$ cat config.mk
export PLATFORM = sky130hd
export DESIGN_NAME = rx_status_queue
export DESIGN_NICKNAME = d
export VERILOG_FILES = /design/src/rtl/rxq_pkg.sv /design/src/rtl/rxq_frame_fsm.sv /design/src/rtl/rxq_status_ring.sv /design/src/rtl/rxq_status_fmt.sv /design/src/rtl/rx_status_queue.sv
export SDC_FILE = /design/constraint.sdc
export NUM_CORES = 1
export LEC_CHECK = 0
export ABC_AREA = 1
export BUFFER_PORTS_ARGS = -buffer_cell sky130_fd_sc_hd__clkbuf_2
export CAP_MARGIN = 10
export CORE_ASPECT_RATIO = 1.5
export CORE_MARGIN = 8
export CORE_UTILIZATION = 60
export CTS_CLUSTER_SIZE = 25
export DETAILED_ROUTE_END_ITERATION = 10
export PLACE_DENSITY_LB_ADDON = 0.12
export SYNTH_ARGS = -nofsm -noshare
export SYNTH_HDL_FRONTEND = slang
export SYNTH_SLANG_ARGS = --single-unit
$ cat constraint.sdc
create_clock -name clk -period 5.2 [get_ports clk]
set_input_delay 1.3 -clock clk [delete_from_list [all_inputs] [get_ports clk]]
set_output_delay 1.3 -clock clk [all_outputs]
set_load 0.01 [all_outputs]
$ cat src/rtl/rxq_pkg.sv
package rxq_pkg;
    localparam int LEN_W  = 11;
    localparam int CODE_W = 4;
    localparam int STAT_W = 1 + CODE_W + LEN_W;

    localparam logic [CODE_W-1:0] CODE_OVERSIZE = 4'b1001;

    typedef enum logic [1:0] {
        S_IDLE = 2'd0,
        S_RECV = 2'd1,
        S_DROP = 2'd2
    } rx_state_e;

    typedef struct packed {
        logic              done;
        logic [CODE_W-1:0] code;
        logic [LEN_W-1:0]  len;
    } rxq_entry_t;
endpackage

$ cat src/rtl/rxq_frame_fsm.sv
module rxq_frame_fsm
    import rxq_pkg::*;
(
    input  logic clk,
    input  logic rst_n,
    input  logic clr,
    input  logic start,
    input  logic done,
    input  logic room,
    output logic alloc,
    output logic fill
);
    rx_state_e state, state_nxt;

    always_comb begin
        state_nxt = state;
        unique case (state)
            S_IDLE: if (start) state_nxt = room ? S_RECV : S_DROP;   // T_ACCEPT / T_REJECT
            S_RECV: if (done)  state_nxt = S_IDLE;                   // T_FINISH
            S_DROP: if (done)  state_nxt = S_IDLE;                   // T_DROP_END
            default:           state_nxt = S_IDLE;
        endcase
        if (clr) state_nxt = S_IDLE;                                 // T_CLEAR
    end

    always_ff @(posedge clk or negedge rst_n) begin
        if (!rst_n) state <= S_IDLE;
        else        state <= state_nxt;
    end

    always_comb begin
        alloc = 1'b0;
        fill  = 1'b0;
        unique case (state)
            S_IDLE: alloc = start && room && !clr;
            S_RECV: fill  = done && !clr;
            S_DROP: ;
            default: ;
        endcase
    end

    // a refused frame ends without touching the queue
    p_drop_end_r5: assert property (@(posedge clk) disable iff (!rst_n)
        (state == S_DROP && done) |=> (state == S_IDLE));
    // a frame in progress blocks a second start
    p_one_frame_r11: assert property (@(posedge clk) disable iff (!rst_n)
        (state == S_RECV && !done && !clr) |=> (state == S_RECV));
endmodule

$ cat src/rtl/rxq_status_ring.sv
module rxq_status_ring
    import rxq_pkg::*;
#(
    parameter int DEPTH = 8,
    localparam int PTR_W = (DEPTH > 1) ? $clog2(DEPTH) : 1,
    localparam int CNT_W = $clog2(DEPTH + 1)
) (
    input  logic             clk,
    input  logic             rst_n,
    input  logic             clr,
    input  logic             alloc,
    input  logic             fill,
    input  rxq_entry_t       fill_entry,
    input  logic             discard,
    output rxq_entry_t       top,
    output logic [CNT_W-1:0] count,
    output logic             pop
);
    localparam logic [PTR_W-1:0] LAST_IDX = PTR_W'(DEPTH - 1);
    localparam logic [CNT_W-1:0] FULL_CNT = CNT_W'(DEPTH);

    rxq_entry_t       mem [DEPTH];
    logic [PTR_W-1:0] head, tail, newest;

    function automatic logic [PTR_W-1:0] wrap_inc(input logic [PTR_W-1:0] p);
        return (p == LAST_IDX) ? '0 : p + PTR_W'(1);
    endfunction

    assign newest = (tail == '0) ? LAST_IDX : tail - PTR_W'(1);
    assign top    = mem[head];
    assign pop    = discard && (count != '0) && mem[head].done && !clr;

    always_ff @(posedge clk) begin
        if (alloc)     mem[tail]   <= '0;
        else if (fill) mem[newest] <= fill_entry;
    end

    always_ff @(posedge clk or negedge rst_n) begin
        if (!rst_n) begin
            head  <= '0;
            tail  <= '0;
            count <= '0;
        end else if (clr) begin
            head  <= '0;
            tail  <= '0;
            count <= '0;
        end else begin
            if (alloc) tail <= wrap_inc(tail);
            if (pop)   head <= wrap_inc(head);
            unique case ({alloc, pop})
                2'b10:   count <= count + CNT_W'(1);
                2'b01:   count <= count - CNT_W'(1);
                default: count <= count;
            endcase
        end
    end

    // never more than DEPTH slots
    p_no_overflow_r4: assert property (@(posedge clk) disable iff (!rst_n)
        (count == FULL_CNT && !pop) |-> !alloc);
    // a finish always lands in an allocated slot
    p_fill_has_slot_r2: assert property (@(posedge clk) disable iff (!rst_n)
        fill |-> (count != '0));
    // clear empties the ring
    p_clear_empty_r9: assert property (@(posedge clk) disable iff (!rst_n)
        clr |=> (count == '0));
    // removal with a simultaneous allocation keeps the count
    p_count_swap_r10: assert property (@(posedge clk) disable iff (!rst_n)
        (alloc && pop) |=> $stable(count));
endmodule

$ cat src/rtl/rxq_status_fmt.sv
module rxq_status_fmt
    import rxq_pkg::*;
#(
    parameter int MAX_LEN = 1514
) (
    input  logic [LEN_W-1:0]  in_len,
    input  logic [CODE_W-1:0] in_code,
    input  rxq_entry_t        top,
    input  logic              have_entry,
    output rxq_entry_t        store_entry,
    output logic [STAT_W-1:0] status_word,
    output logic              top_ready
);
    logic oversize;

    assign oversize = (int'(in_len) > MAX_LEN);

    always_comb begin
        store_entry.done = 1'b1;
        store_entry.len  = in_len;
        store_entry.code = oversize ? CODE_OVERSIZE : in_code;
    end

    assign top_ready = have_entry && top.done;

    always_comb begin
        if (top_ready) status_word = {1'b0, top.code, top.len};
        else           status_word = {1'b1, {(STAT_W-1){1'b0}}};
    end
endmodule

$ cat src/rtl/rx_status_queue.sv
module rx_status_queue
    import rxq_pkg::*;
#(
    parameter int DEPTH   = 8,
    parameter int MAX_LEN = 1514
) (
    input  logic              clk,
    input  logic              rst_n,
    input  logic              rx_reset,
    input  logic              frm_start,
    input  logic              frm_done,
    input  logic [LEN_W-1:0]  frm_len,
    input  logic [CODE_W-1:0] frm_err,
    input  logic              discard_top,
    output logic [STAT_W-1:0] status_word,
    output logic              rx_complete,
    output logic              status_overrun
);
    localparam int CNT_W = $clog2(DEPTH + 1);
    localparam logic [CNT_W-1:0] FULL_CNT = CNT_W'(DEPTH);

    logic             alloc, fill, pop, room;
    logic [CNT_W-1:0] count;
    rxq_entry_t       top, store_entry;

    assign room           = (count != FULL_CNT) || pop;
    assign status_overrun = (count == FULL_CNT);

    rxq_frame_fsm u_fsm (
        .clk   (clk),
        .rst_n (rst_n),
        .clr   (rx_reset),
        .start (frm_start),
        .done  (frm_done),
        .room  (room),
        .alloc (alloc),
        .fill  (fill)
    );

    rxq_status_ring #(.DEPTH(DEPTH)) u_ring (
        .clk        (clk),
        .rst_n      (rst_n),
        .clr        (rx_reset),
        .alloc      (alloc),
        .fill       (fill),
        .fill_entry (store_entry),
        .discard    (discard_top),
        .top        (top),
        .count      (count),
        .pop        (pop)
    );

    rxq_status_fmt #(.MAX_LEN(MAX_LEN)) u_fmt (
        .in_len      (frm_len),
        .in_code     (frm_err),
        .top         (top),
        .have_entry  (count != '0),
        .store_entry (store_entry),
        .status_word (status_word),
        .top_ready   (rx_complete)
    );

    // a full queue stays full without a discard
    p_full_holds_r4: assert property (@(posedge clk) disable iff (!rst_n)
        (status_overrun && !discard_top && !rx_reset) |=> status_overrun);
    // completion flag never shows with an incomplete word
    p_complete_word_r8: assert property (@(posedge clk) disable iff (!rst_n)
        rx_complete |-> !status_word[STAT_W-1]);
    // an oversize length always carries the oversize code
    p_oversize_code_r3: assert property (@(posedge clk) disable iff (!rst_n)
        (rx_complete && int'(status_word[LEN_W-1:0]) > MAX_LEN)
            |-> (status_word[STAT_W-2:LEN_W] == CODE_OVERSIZE));
    // receive reset returns to the empty word
    p_reset_empty_r9: assert property (@(posedge clk) disable iff (!rst_n)
        rx_reset |=> (status_word == 16'h8000 && !status_overrun && !rx_complete));
endmodule

# --- Yosys cells after proc, flatten, opt, wreduce, memory -nomap -nowiden ---
# Memory sizes are Yosys's and may differ from the RTL's.
# Cells that the tools add are included.
op_classes:
  n_mux: 26
  n_reduce_logical: 18
  mul: 0
  magnitude_cmp: 1
  addsub: 5
  bitwise_logic: 0
  eq_ne: 10
  div: 0
  n_shift: 0
op_table:
  columns: ["op", "n"]
  rows:
  - ["16-bit 2-to-1 mux", 2]
  - ["3-bit 2-to-1 mux", 8]
  - ["16-bit OR reduction", 1]
  - ["11-bit greater-than comparator (second input constant)", 1]
  - ["1-bit 2-to-1 mux", 8]
  - ["2-bit 2-to-1 mux", 4]
  - ["4-bit 2-to-1 mux", 2]
  - ["4-bit case mux with 2 select lines", 1]
  - ["1-bit logical AND", 7]
  - ["3-bit by 1-bit adder with 3-bit output (second input constant)", 2]
  - ["3-bit equality test (second input constant)", 2]
  - ["4-bit by 1-bit adder with 4-bit output (second input constant)", 1]
  - ["2-bit by 1-bit equality test with 1-bit output (second input constant)", 2]
  - ["2-bit equality test (second input constant)", 2]
  - ["4-bit equality test (second input constant)", 1]
  - ["4-bit != test (second input constant)", 1]
  - ["2-bit case mux with 2 select lines", 1]
  - ["2-bit nonzero test", 2]
  - ["4-bit nonzero test", 1]
  - ["4-bit by 1-bit subtractor with 4-bit output (second input constant)", 1]
  - ["3-bit zero test", 1]
  - ["3-bit by 1-bit != test with 1-bit output (second input constant)", 1]
  - ["3-bit != test (second input constant)", 1]
  - ["3-bit nonzero test", 1]
  - ["6 further kinds", 6]
totals:
  wordCells: 65
  latch_bits: 0
  ff_bits: 12
  inputBits: 21
  ramBits: 128
  out_inout_bits: 18
  memories: 1
  rom_bits: 0
memory_table:
  columns: ["memory", "words", "word_bits", "rd", "rd_clocked_by_memory_dff", "wr", "line", "text"]
  rows:
  - ["u_ring.mem", 8, 16, 1, 0, 1, "rxq_status_ring.sv:22", "rxq_entry_t mem [DEPTH];"]

# --- Depth between registers and ports, before layout ---
logic_depth:
  word_depth: 12
  depth_mapped: 15
  depth_no_buf: 15

# --- Modules after synthesis ---
# Synthesis repeated with hierarchy kept, for this count alone.
unflattened:
  hier_cells: 627
  area_unflattened_um2: 6459.9
by_module_without_submodules:
  columns: ["module", "n_inst", "cells_each", "area_each_um2", "seq_area_each_um2"]
  rows:
  - ["rxq_status_ring", 1, 518, 5894.4, 4093.9]
  - ["rxq_status_fmt", 1, 72, 331.6, 0.0]
  - ["rxq_frame_fsm", 1, 27, 188.9, 50.0]
  - ["rx_status_queue", 1, 10, 45.0, 0.0]

# --- Worst setup path before layout ---
# OpenSTA, ideal clock, no wires.
synth_timing:
  path_kind: "input port to flip-flop"
  from: "in discard_top"
  to: "mem u_ring.mem[6][0] (netlist name), enable pin"
  setup_ps: 388
  path_slack_ps: 2002
  t_arrival_ps: 2810
  stages: 11
  n_path_buf: 0
  cell_sequence: "nand2_1 -> clkinv_1 -> nand4_4 -> nand2_4 -> nand2_8 -> nand2_8 -> nand2_1 -> nand2_1 -> inv_2 -> nand2_1 -> nor2_1"
synth_between:
  elab_chain_cells: 11
  elab_cells_between_ends: 14
synth_rtl:
  columns: ["element", "line", "text"]
  rows:
  - ["start, declared", "rx_status_queue.sv:14", "input logic discard_top,"]
  - ["1-bit logical AND (*) (3 in series)", "rxq_status_ring.sv:31", "assign pop = discard && (count != '0) && mem[head].done && !clr;"]
  - ["1-bit logical OR (*)", "rx_status_queue.sv:26", "assign room = (count != FULL_CNT) || pop;"]
  - ["1-bit logical AND (*) (2 in series)", "rxq_frame_fsm.sv:35", "S_IDLE: alloc = start && room && !clr;"]
  - ["1-bit 2-to-1 mux (*)", "rxq_frame_fsm.sv:34", "unique case (state)"]
  - ["1-bit 2-to-1 mux", "rxq_status_ring.sv:34", "if (alloc) mem[tail] <= '0;"]
  - ["1-bit 2-to-1 mux (not written as such)", "rxq_status_ring.sv:35", "else if (fill) mem[newest] <= fill_entry;"]
  - ["16-bit OR reduction (no line)", null, null]
  - ["3-bit 2-to-1 mux (no line) or 1-bit 2-to-1 mux (tied branches)", null, null]
  - ["end, declared", "rxq_status_ring.sv:22", null]
# Every way passes the cells marked *; elsewhere a longest branch is shown, timed or not.

# --- Worst setup path in the final report ---
layout_timing:
  from: "reg u_ring.head[1]"
  to: "out status_word[13]"
layout_between:
  elab_chain_cells: 3
layout_rtl:
  columns: ["element", "line", "text"]
  rows:
  - ["start, declared", "rxq_status_ring.sv:23", "logic [PTR_W-1:0] head, tail, newest;"]
  - ["start signal, assigned", "rxq_status_ring.sv:49", "if (pop) head <= wrap_inc(head);"]
  - ["memory read 8 x 16 bit (*)", null, null]
  - ["1-bit logical AND", "rxq_status_fmt.sv:24", "assign top_ready = have_entry && top.done;"]
  - ["16-bit 2-to-1 mux (*)", "rxq_status_fmt.sv:27", "if (top_ready) status_word = {1'b0, top.code, top.len};"]
  - ["end, declared", "rx_status_queue.sv:15", "output logic [STAT_W-1:0] status_word,"]
# Marks and branches as above.

==> flow_summary.ini <==
[synth]
seq_area_frac_synth_pct = 67.52
synth.distinct_cells = 31
yosys_warnings = 0
synth_edf_count = 128
synthArstFlopShare_pct = 8.571
avgSynthCellArea_um2 = 11.62
syn_inst = 528
ys_ff_latch = 140
synth-main-ff-cell = edfxtp_1
syn_area_mm2 = 0.006137
synth_nets = 560

[setup_path]
worst_setup_path_end_kind = output pin
cp.required_ps = 3900
arrival_ps = 3230
crit_path_max_fanout = 19
critPathLaunchType = register
path_class = register to output pin

[routing]
dr.pass1.iters = 5
postRouteAntennaNets = 0
wl_um = 13360
vias_per_cell = 5.849
drt_iter0_drc = 292
wl_per_cell_um = 19.06
num_vias = 4100
remaining_drc_errors = 0

[clocking]
clock_latency_ps = 420
clock_sinks = 140
cts_hold_buf = 0
post_cts_buffers = 0
cts_resized = 0
cts_buffers = 17
clockRootBuffer = clkbuf_16
cts_tree = yes
clk_pin_slew_worst_paths_ps = 50
htreeDepth = 4
clockBufferDepth = 2

[place]
io_buffers = 38
dpl.cell_count = 669
place_hpwl_um = 8369
place_congestion = 0.8751
placed_area_mm2 = 0.006447

[sta]
finalCritPeriodShare_pct = 87.18
rsz0062_at_grt = false
fin_tns_setup_ps = 0
hold_viol = 0
fmax_ghz = 0.2206
period_needed_ps = 4533
setup-violations-final = 0
skew_ps = 9.677
max_slew_margin_pct = 44.23
worst_pin_slew_ps = 834.5
drv_slew = 0

[floorplan]
die_h_um = 139.9
rows = 45
die_x_um = 98.58
start_util_pct = 61.24
die_area_mm2 = 0.01379
core_mm2 = 0.01002
pin_count = 39

[finish]
syn_to_final_growth_pct = 14.58
final_cell_mix = edfxtp_1, nand2_1, nor2_1, a21oi_1, clkbuf_2
fin_cells = 701
fin_util_pct = 70.16
finish.instance_area_mm2 = 0.007032
num_antenna_cells = 0
mostFrequentLayoutCell = edfxtp_1
drive_gt1_share_pct = 15.75
finalNetCount = 603

[power_and_ir_drop]
ir_drop_v = 0.0002646
p_total_mw = 2.901
powerDensity_mw_per_mm2 = 412.6
p_leak_nw = 2.895

[grt]
first_global_vias = 4184
grt_pass1_wl_um = 21570
grt_usage_pct = 20.66
grt_max_degree = 47
antenna_found_initial = 0
grt_overflow = 0

[job]
maxCapViolCount = 0

[run_status]
status = complete, no violations

[worst_hold_path]
hp-class = register to register
-- critical path, stage by stage, from the launching register on --
cell	delay, ps
dfrtp_1	620
inv_1	590
nand3_1	170
nand3_2	130
nand2_1	90
inv_1	70
nand2_1	480
a211oi_1	470
clkbuf_2	200
-- cell type report --
cell class	instances	area (µm²)
well taps	117	146.4
repair buffers	50	280.3
clock inverters	11	143.9
inverters	43	161.4
flip-flops and latches	140	4145
multi-input cells	319	1714
clock buffers	21	440.4
fillers	720	2990
-- power breakdown --
part           switching [mW]  total (mW)  internal, mW
logic                   0.283       0.416         0.133
registers              0.0325        1.30          1.27
clock network           0.429        1.18         0.751
-- flip-flops by register name, indices dropped and copies added, names as in the netlist --
register and count:
u_ring.mem 128, u_ring.count 4, u_ring.head 3, u_ring.tail 3, u_fsm.state 2
-- path summary, 6_finish.rpt --
| check | start | end | slack, ps | cells after the start |
|---|---|---|---|---|
| worst max-delay path | u_ring.head[1] | status_word[13] | 670 | 8 |
| worst min-delay path | u_fsm.state[1] | u_fsm.state[1] | 550 | 2 |
| worst max register to register | u_ring.head[1] | u_ring.mem[4][2] | 1970 | 13 |
| worst min register to register | u_fsm.state[1] | u_fsm.state[1] | 550 | 2 |
| max in group asynchronous | rst_n | u_ring.head[0] | 4060 | 1 |
| min in group asynchronous | rst_n | u_ring.tail[0] | 810 | 1 |
-- Yosys cell counts (10+ instances only) --
master,instances,share of area [%]
a32o_1,15,2.4
clkbuf_1,17,1.0
a211oi_1,15,1.8
edfxtp_1,128,63
a22oi_1,16,2.0
a21oi_1,48,3.9
inv_1,36,2.2
ha_1,10,2.0
nor2_1,50,3.1
dfrtp_1,12,4.9
o21ai_0,10,0.82
nand3_1,15,1.2
nand2_1,122,7.5
-- routing by layer --
layer / global-route usage, % / wire, µm
met3: 5.292 / 656
met2: 35.85 / 7214
met5: 0 / 0
met1: 22.84 / 5140
met4: 10.24 / 350
-- stage by stage --
stage	setup slack, ps	hold WS, ps
2_1_floorplan	2002	497.1
4_1_cts	666.2	548.2
3_3_place_gp	1281	514.0
3_5_place_dp	1161	532.7
5_1_grt	465.6	558.0
6_report	666.7	547.7
-- logic make-up after synthesis --
kind of cell / share of synthesized area (%)
AO/OA/AOI/OAI: 11.52
XOR/XNOR: 0.2855
adder cells (fa/ha/maj): 2.365
buffers and inverters: 4.546
flip-flops: 67.52
AND/OR/NAND/NOR: 13.76
No activity file was read; power rests on OpenSTA's default activity.
